`src/rtl/cdf_dec_pkg.sv`:
```
package cdf_dec_pkg;
  localparam int unsigned PROB_W = 16;
  localparam logic [15:0] PROB_MASK = 16'hFFC0;
  localparam logic [15:0] RANGE_MASK = 16'h7F00;
  localparam int unsigned MIN_PROB_STEP = 4;

  typedef struct packed {
    logic capture;
    logic idle;
  } ctrlStrobe_t;
endpackage

```
`src/rtl/cdf_split_lane.sv`:
```
module cdf_split_lane
  import cdf_dec_pkg::*;
#(
  parameter int unsigned IDX = 0,
  parameter int unsigned CNT_W = 5
) (
  input  logic [PROB_W-1:0] cdfEntry,
  input  logic [PROB_W-1:0] rngMasked,
  input  logic [CNT_W-1:0]  symCount,
  output logic [PROB_W-1:0] split
);
  localparam int unsigned PROD_W = 2 * PROB_W;

  logic [PROD_W-1:0] product;
  logic [PROB_W-1:0] scaled;
  logic [PROB_W-1:0] offset;
  logic              active;

  // lane carries a real boundary only below the last symbol
  assign active  = (32'(IDX) + 32'd1) < 32'(symCount);
  assign product = {{PROB_W{1'b0}}, cdfEntry & PROB_MASK} * {{PROB_W{1'b0}}, rngMasked};
  assign scaled  = product[PROD_W-2 -: PROB_W];

  always_comb begin
    offset = '0;
    if (active) begin
      offset = PROB_W'((32'(symCount) - 32'(IDX) - 32'd1) * MIN_PROB_STEP);
    end
  end

  assign split = active ? (scaled + offset) : '0;
endmodule

```
`src/rtl/cdf_dec_ctrl.sv`:
```
module cdf_dec_ctrl
  import cdf_dec_pkg::*;
(
  input  logic        clk,
  input  logic        rstN,
  input  logic        inValid,
  output logic        inReady,
  output ctrlStrobe_t strobe
);
  logic readyQ;

  always_ff @(posedge clk) begin
    if (!rstN) readyQ <= 1'b0;
    else       readyQ <= 1'b1;
  end

  assign inReady        = readyQ;
  assign strobe.capture = inValid && readyQ;
  assign strobe.idle    = !(inValid && readyQ);
endmodule

```
`src/rtl/cdf_dec_datapath.sv`:
```
module cdf_dec_datapath
  import cdf_dec_pkg::*;
#(
  parameter int unsigned LANES = 16,
  localparam int unsigned SYM_W = $clog2(LANES),
  localparam int unsigned CNT_W = SYM_W + 1
) (
  input  logic                    clk,
  input  logic                    rstN,
  input  ctrlStrobe_t             strobe,
  input  logic [PROB_W-1:0]       rangeIn,
  input  logic [PROB_W-1:0]       winIn,
  input  logic [CNT_W-1:0]        symCount,
  input  logic [LANES*PROB_W-1:0] cdfFlat,
  output logic                    outValid,
  output logic [SYM_W-1:0]        outSym,
  output logic [PROB_W-1:0]       outUpper,
  output logic [PROB_W-1:0]       outLower
);
  logic [PROB_W-1:0] rngMasked;
  logic [PROB_W-1:0] splits [LANES];
  logic [LANES-1:0]  hitMask;
  logic [SYM_W-1:0]  symSel;
  logic [PROB_W-1:0] upperSel;
  logic [PROB_W-1:0] lowerSel;

  assign rngMasked = rangeIn & RANGE_MASK;

  for (genvar g = 0; g < LANES; g++) begin : g_lane
    cdf_split_lane #(.IDX(g), .CNT_W(CNT_W)) u_lane (
      .cdfEntry (cdfFlat[g*PROB_W +: PROB_W]),
      .rngMasked(rngMasked),
      .symCount (symCount),
      .split    (splits[g])
    );
    assign hitMask[g] = winIn >= splits[g];
  end

  // lowest flagged lane wins
  always_comb begin
    symSel = SYM_W'(LANES - 1);
    for (int i = LANES - 1; i >= 0; i--) begin
      if (hitMask[i]) symSel = SYM_W'(i);
    end
  end

  always_comb begin
    lowerSel = splits[symSel];
    if (symSel == '0) upperSel = rangeIn;
    else              upperSel = splits[symSel - SYM_W'(1)];
  end

  always_ff @(posedge clk) begin
    if (!rstN) begin
      outValid <= 1'b0;
      outSym   <= '0;
      outUpper <= '0;
      outLower <= '0;
    end else if (strobe.capture) begin
      outValid <= 1'b1;
      outSym   <= symSel;
      outUpper <= upperSel;
      outLower <= lowerSel;
    end else if (strobe.idle) begin
      outValid <= 1'b0;
    end
  end
endmodule

```
`src/rtl/cdf_symbol_decoder.sv`:
```
module cdf_symbol_decoder
  import cdf_dec_pkg::*;
#(
  parameter int unsigned LANES = 16,
  localparam int unsigned SYM_W = $clog2(LANES),
  localparam int unsigned CNT_W = SYM_W + 1
) (
  input  logic                    clk,
  input  logic                    rstN,
  input  logic                    inValid,
  output logic                    inReady,
  input  logic [PROB_W-1:0]       rangeIn,
  input  logic [PROB_W-1:0]       winIn,
  input  logic [CNT_W-1:0]        symCount,
  input  logic [LANES*PROB_W-1:0] cdfFlat,
  output logic                    outValid,
  output logic [SYM_W-1:0]        outSym,
  output logic [PROB_W-1:0]       outUpper,
  output logic [PROB_W-1:0]       outLower
);
  ctrlStrobe_t strobe;

  cdf_dec_ctrl u_ctrl (
    .clk    (clk),
    .rstN   (rstN),
    .inValid(inValid),
    .inReady(inReady),
    .strobe (strobe)
  );

  cdf_dec_datapath #(.LANES(LANES)) u_dp (
    .clk     (clk),
    .rstN    (rstN),
    .strobe  (strobe),
    .rangeIn (rangeIn),
    .winIn   (winIn),
    .symCount(symCount),
    .cdfFlat (cdfFlat),
    .outValid(outValid),
    .outSym  (outSym),
    .outUpper(outUpper),
    .outLower(outLower)
  );
endmodule

```
`config.mk`:
```
export PLATFORM = sky130hd
export DESIGN_NAME = cdf_symbol_decoder
export DESIGN_NICKNAME = d
export VERILOG_FILES = /design/src/rtl/cdf_dec_pkg.sv /design/src/rtl/cdf_split_lane.sv /design/src/rtl/cdf_dec_ctrl.sv /design/src/rtl/cdf_dec_datapath.sv /design/src/rtl/cdf_symbol_decoder.sv
export SDC_FILE = /design/constraint.sdc
export NUM_CORES = 2
export LEC_CHECK = 0
export BUFFER_PORTS_ARGS = -buffer_cell sky130_fd_sc_hd__buf_4
export CELL_PAD_IN_SITES_DETAIL_PLACEMENT = 1
export CELL_PAD_IN_SITES_GLOBAL_PLACEMENT = 2
export CORE_UTILIZATION = 42
export DETAILED_ROUTE_END_ITERATION = 7
export PLACE_DENSITY = 0.95
export SYNTH_ARGS = -nofsm -noshare
export SYNTH_HDL_FRONTEND = slang
export SYNTH_SLANG_ARGS = --single-unit
```
`constraint.sdc`:
```
create_clock -name clk -period 19.6 [get_ports clk]
set_input_delay 2.94 -clock clk [delete_from_list [all_inputs] [get_ports clk]]
set_output_delay 2.94 -clock clk [all_outputs]
set_load 0.02 [all_outputs]
```
======== Yosys cells after proc, flatten, opt, wreduce, memory -nomap -nowiden ========
Index checks and enable logic that the tools add are counted.
cells by class
  add/sub/neg operators ................... 47
  multiply operators ...................... 16
  magnitude comparators ................... 33
  muxes and demuxes ....................... 56
  bitwise logic cells ..................... 2
  reductions and logical operators ........ 2
operators by type and width
  kind                                                                         count
  16-bit two-way mux                                                           37
  10-bit by 7-bit multiplier with 17-bit output                                16
  16-bit adder                                                                 16
  16-bit greater-or-equal comparator                                           15
  16-bit binary-select mux with 4-bit select                                   2
  6-bit by 2-bit subtractor with 7-bit output, second input constant           14
  4-bit two-way mux                                                            14
  5-bit by 4-bit subtractor with 6-bit output, second input constant           8
  4-bit by 5-bit less-than comparator with 1-bit output, first input constant  8
  5-bit by 3-bit subtractor with 6-bit output, second input constant           4
  3-bit by 5-bit less-than comparator with 1-bit output, first input constant  4
  14-bit by 1-bit subtractor with 14-bit output, second input constant         1
  5-bit by 2-bit subtractor with 6-bit output, second input constant           2
  5-bit greater-or-equal comparator, second input constant                     2
  2-bit by 5-bit less-than comparator with 1-bit output, first input constant  2
  4-bit NOT with 5-bit output                                                  2
  5-bit by 1-bit subtractor with 6-bit output, second input constant           1
  1-bit by 5-bit less-than comparator with 1-bit output, first input constant  1
  5-bit less-than comparator, first input constant                             1
  4-bit logical NOT                                                            1
  4-bit by 1-bit subtractor with 4-bit output, second input constant           1
  1-bit two-way mux                                                            3
  1-bit logical AND                                                            1
word-level totals
  flip-flop bits (word level) ............. 38
  output and inout bits ................... 38

======== Depth between registers and ports, before layout ========
  depth after elaboration ................. 27
  gate-level depth with buffers ........... 50
  mapped depth without buffers ............ 41

======== Cells and area by module ========
From an unflattened synthesis, not the netlist that was laid out.
second synthesis, totals
  cells, all modules ...................... 12315
  area total of the unflattened synthesis .. 102040.4 µm²
by module, submodules not included
  module                                    instances  cells each  area each (µm²)  sequential area each (µm²)
  cdf_dec_datapath                          1          1463        11996.5          740.7
  cdf_split_lane at u_dp.g_lane[5].u_lane   1          703         5801.8           0.0
  cdf_split_lane at u_dp.g_lane[13].u_lane  1          707         5784.3           0.0
  cdf_split_lane at u_dp.g_lane[9].u_lane   1          703         5771.8           0.0
  cdf_split_lane at u_dp.g_lane[10].u_lane  1          700         5760.5           0.0
  cdf_split_lane at u_dp.g_lane[7].u_lane   1          673         5720.5           0.0
  cdf_split_lane at u_dp.g_lane[11].u_lane  1          690         5695.5           0.0
  cdf_split_lane at u_dp.g_lane[15].u_lane  1          688         5649.2           0.0
  cdf_split_lane at u_dp.g_lane[14].u_lane  1          664         5622.9           0.0
  cdf_split_lane at u_dp.g_lane[8].u_lane   1          681         5606.6           0.0
  cdf_split_lane at u_dp.g_lane[1].u_lane   1          676         5595.4           0.0
  cdf_split_lane at u_dp.g_lane[3].u_lane   1          666         5555.3           0.0
  cdf_split_lane at u_dp.g_lane[6].u_lane   1          662         5501.5           0.0
  cdf_split_lane at u_dp.g_lane[2].u_lane   1          659         5497.8           0.0
  +4 rows                                   n/a        n/a         n/a              n/a

======== Worst setup path before layout ========
No wires, ideal clock.
  kind .................................... input to register
  start ................................... input rangeIn[9]
  end ..................................... register u_dp.outUpper[14]
  setup time .............................. 0.092 ns
  data arrival time ....................... 13.167 ns
  data required time ...................... 19.508 ns
  setup slack ............................. 6.341 ns
  stages .................................. 49
  buffers on the path ..................... 10
  cell sequence ........................... clkbuf_1 clkbuf_1 clkbuf_1 nand2_1 fa_1 inv_1 ha_1 inv_1 fa_1 fa_1 inv_1 ha_1 inv_1 o21bai_1 a21oi_1 o21bai_1 a21oi_1 o21bai_1 (+13 left out) a31oi_1 o21ai_1 or4_1 o211a_1 buf_2 inv_2 buf_4 buf_6 buf_2 buf_2 ha_1 inv_2 clkbuf_1 clkbuf_1 mux4_2 mux2i_1 nor2_1 nor4_1
on the way
  longest elaborated chain between the ends .. 25
  elaborated cells on any way between the ends .. 85
RTL lines
  element                                                 RTL line                  RTL
  start: declaration                                      cdf_symbol_decoder.sv:12  input logic [PROB_W-1:0] rangeIn,
  10-bit by 7-bit multiplier with 17-bit output           cdf_split_lane.sv:21      assign product = {{PROB_W{1'b0}}, cdfEntry & PROB_MASK} * {{PROB_W{1'b0}}, rngMasked};
  16-bit adder                                            cdf_split_lane.sv:31      assign split = active ? (scaled + offset) : '0;
  16-bit two-way mux                                      cdf_split_lane.sv:31
  16-bit greater-or-equal comparator                      cdf_dec_datapath.sv:36    assign hitMask[g] = winIn >= splits[g];
  1-bit two-way mux                                       cdf_dec_datapath.sv:43    if (hitMask[i]) symSel = SYM_W'(i);
  4-bit two-way mux (14 in series)                        cdf_dec_datapath.sv:43
  4-bit by 1-bit subtractor with 4-bit output             cdf_dec_datapath.sv:50    else upperSel = splits[symSel - SYM_W'(1)];
  4-bit NOT with 5-bit output (implied by the code)       cdf_dec_datapath.sv:50
  16-bit binary-select mux with 4-bit select              cdf_dec_datapath.sv:50
  16-bit two-way mux (implied by the code) (2 in series)  cdf_dec_datapath.sv:50
  16-bit two-way mux *                                    cdf_dec_datapath.sv:49    if (symSel == '0) upperSel = rangeIn;
  end signal: assignment                                  cdf_dec_datapath.sv:62    outUpper <= upperSel;
  end: declaration                                        cdf_dec_datapath.sv:17    output logic [PROB_W-1:0] outUpper,
Every way passes the cells marked *; elsewhere a longest branch is shown, timed or not. The select of a mux whose other input is x is not followed.
A chain may end at the register's enable or synchronous reset.

======== Worst setup path after layout ========
  start ................................... input rangeIn[10]
  end ..................................... register u_dp.outUpper[4]
Same word-level chain as after synthesis.

==> impl_results.md <==
- Worst-Margin Slew: 1.39 ns
- CP delay by family, top: compound AO/OA/AOI/OAI gates
- Post-synth top area cell: ha_1
- DP HPWL: 182,000 µm
- Pre-antenna DRT Iters: 7
- Mean Syn Cell Area: 7.90 µm²
- Setup bufs post-CTS: 0
- Die Ht: 374 µm
- Share of layout cells above drive strength 1: 6.14%
- Period utilization: 80.3%
- Hold_ws: 0.479 ns
- Syn Nets: 9,353
- Synth warn: 0
- Die width: 374 µm
- Critical Path Most Common Cell: ha_1
- Total Neg Setup Slack: 0 ns
- Clock Tree Buf Depth: 2
- WL/cell: 23.6 µm
- DR DRC count: 0
- Root Buffer: clkbuf_16
- Arrival time at the worst endpoint: 15.94 ns
- Hold Path Class: flop to flop
- Initial antenna violation count: 14
- Initial core utilization: 42.4%
- R2R depth: 5
- Nets: 9,424
- Hold depth: 2
- Fin. Hold Viols: 0
- Cts hold-fix bufs: 0
- Netlist cell types: 89
- RSZ-0062 raised after global routing: false
- Cts repair resizes: 0
- CP required: 19.80 ns
- Max cap viols: 0
- Layout Area Growth over Synthesis: 6.57%
- Clock Latency Late Sink: 0.31 ns
- Gr usage total: 31.0%
- Slew HR: 4.72%
- Main synth FF type: dfxtp_1
- I/O pins: 334
- Drt via density: 5.92
- First-pass GRT wire length: 339,000 µm
- Post-synth EDFFs: 0
- Number of global-route vias before repair: 58,200
- Fill count: 17,000
- Clk sinks: 38
- CTS Buf Count: 5
- Cell count after synthesis: 7,377
- Antenna viol nets, final: 0
- Buf/Inv on CP: 10
- Number of synthesized register bits: 38
- Status: finished clean
- Clock Skew: 0.00739 ns
- F_max: 63.6 MHz
- GRT overflow: 0
- Synthesized area: 58,300 µm²
- Slew Viols, Final: 0
- Crit-path slowest cell: xnor2_1
- PortBufs: 237
- CTS tree: done
- Startpoint types: input port
- Non-filler cells, final: 9,252
- Clock transition at path regs: 0.08 ns
- H-tree depth: 2
- Fin crit period: 15.73 ns
- Row Count: 136
- GPL Wtd Cong: 1.04
- Crit path depth: 45
- Cell count after placement: 9,235
- Count of final setup violators: 0
- Largest net degree at the start of global routing: 86
- Crit Path Max Fanout: 55
- Synth area leaders: ha_1 (22%), fa_1 (22%), nand2_1 (6.4%)
- Critical Path End Type: flop
- Asr flop ratio synth: 0%
- Starting DRT DRC Count: 3,691
- Die area: 140,000 µm²
- Yosys top cell area share: 22.3%
- Vias: 54,800
- Worst path max stage delay: 0.86 ns
- Post-layout util: 45.2%
- Sequential share of the synthesized area: 1.31%
- Flop2flop setup slack: 16.95 ns
- Area of the core: 137,000 µm²
- Post-Route WL: 219,000 µm
- WS Path Type: input port to flop
layout by cell type (no fill, tap or decap), types with 24 or more instances in the layout:
cell and instances:
and2_1 514, a21o_1 97, nor3_1 167, mux4_2 59
nand2_1 997, o21bai_1 60, nor2_1 399, a21oi_1 348
o21a_1 72, fa_1 640, nand3_1 99, nor4_1 35
or3_1 56, mux2_2 29, or2_2 32, dfxtp_1 38
nor2b_1 68, a2111oi_0 24, a211oi_1 52, nand2b_1 97
mux2i_1 126, o21ai_0 243, ha_1 1040, xnor2_1 275
xor2_1 91, nand4_1 33, inv_1 974, and3_1 53
buf_4 290, o211ai_1 37, a31oi_1 40
logic make-up after synthesis:
family	after synthesis	synth area share, %
XOR/XNOR	367	5.52
adder cells (fa/ha/maj)	1680	44.3
multiplexers	215	5.03
AO/OA/AOI/OAI	1242	14.1
buffers and inverters	1213	7.91
flip-flops	38	1.31
AND/OR/NAND/NOR	2622	21.9
metrics by stage:
stage / instance area, µm² / setup slack [ns]
2_1_floorplan: 58300 / 6.34
3_3_place_gp: 61900 / 3.99
3_5_place_dp: 61900 / 3.81
4_1_cts: 62100 / 4.08
5_1_grt: 62100 / 3.25
6_report: 62100 / 3.87
synthesized netlist by cell type, types with 68 or more instances:
cell,count
inv_1,974
a21o_1,97
clkbuf_1,199
nor3_1,167
xnor2_1,276
nor2b_1,68
o21a_1,73
o21ai_0,243
a21oi_1,348
and2_1,514
nor2_1,399
nand2_1,997
nand2b_1,97
nand3_1,99
ha_1,1040
xor2_1,91
mux2i_1,126
fa_1,640
layer usage:
layer	track usage, %	routed length [µm]	part of all wire (%)
met5	0	96	0.044
met1	41.1	95200	44
met2	50.5	98900	45
met4	12.8	10600	4.8
met3	4.07	14000	6.4
area by class of cell:
| cell class | instances | area (µm²) | share of cell area (%) |
|---|---|---|---|
| inverters | 978 | 3670 | 5.91 |
| diodes | 9 | 22.5 | 0.0363 |
| well taps | 1794 | 2240 | 3.62 |
| flip-flops and latches | 38 | 761 | 1.23 |
| repair buffers | 299 | 2320 | 3.74 |
| clock buffers | 6 | 139 | 0.224 |
| clock inverters | 2 | 12.5 | 0.0202 |
| multi-input cells | 6126 | 52900 | 85.2 |
registers in the layout, indices dropped and copies added (netlist names):
signal	cells
u_dp.outLower	16
u_dp.outSym	4
u_ctrl.inReady	1
u_dp.outUpper	16
u_dp.outValid	1
final timing paths:
kind	from	to
max reg2reg	u_ctrl.inReady	u_dp.outUpper[6]
min reg2reg	u_dp.outSym[2]	u_dp.outSym[2]
max	rangeIn[10]	u_dp.outUpper[4]
min	u_dp.outSym[2]	u_dp.outSym[2]
tightest hold or removal path: stages, from the launching register on:
cell and delay, ns:
dfxtp_1 0.32, nand2_1 0.05, a21boi_0 0.07
Power is left out: the tool's default activity adds up to more than one toggle a clock period on the data nets, which glitch-free logic cannot reach.
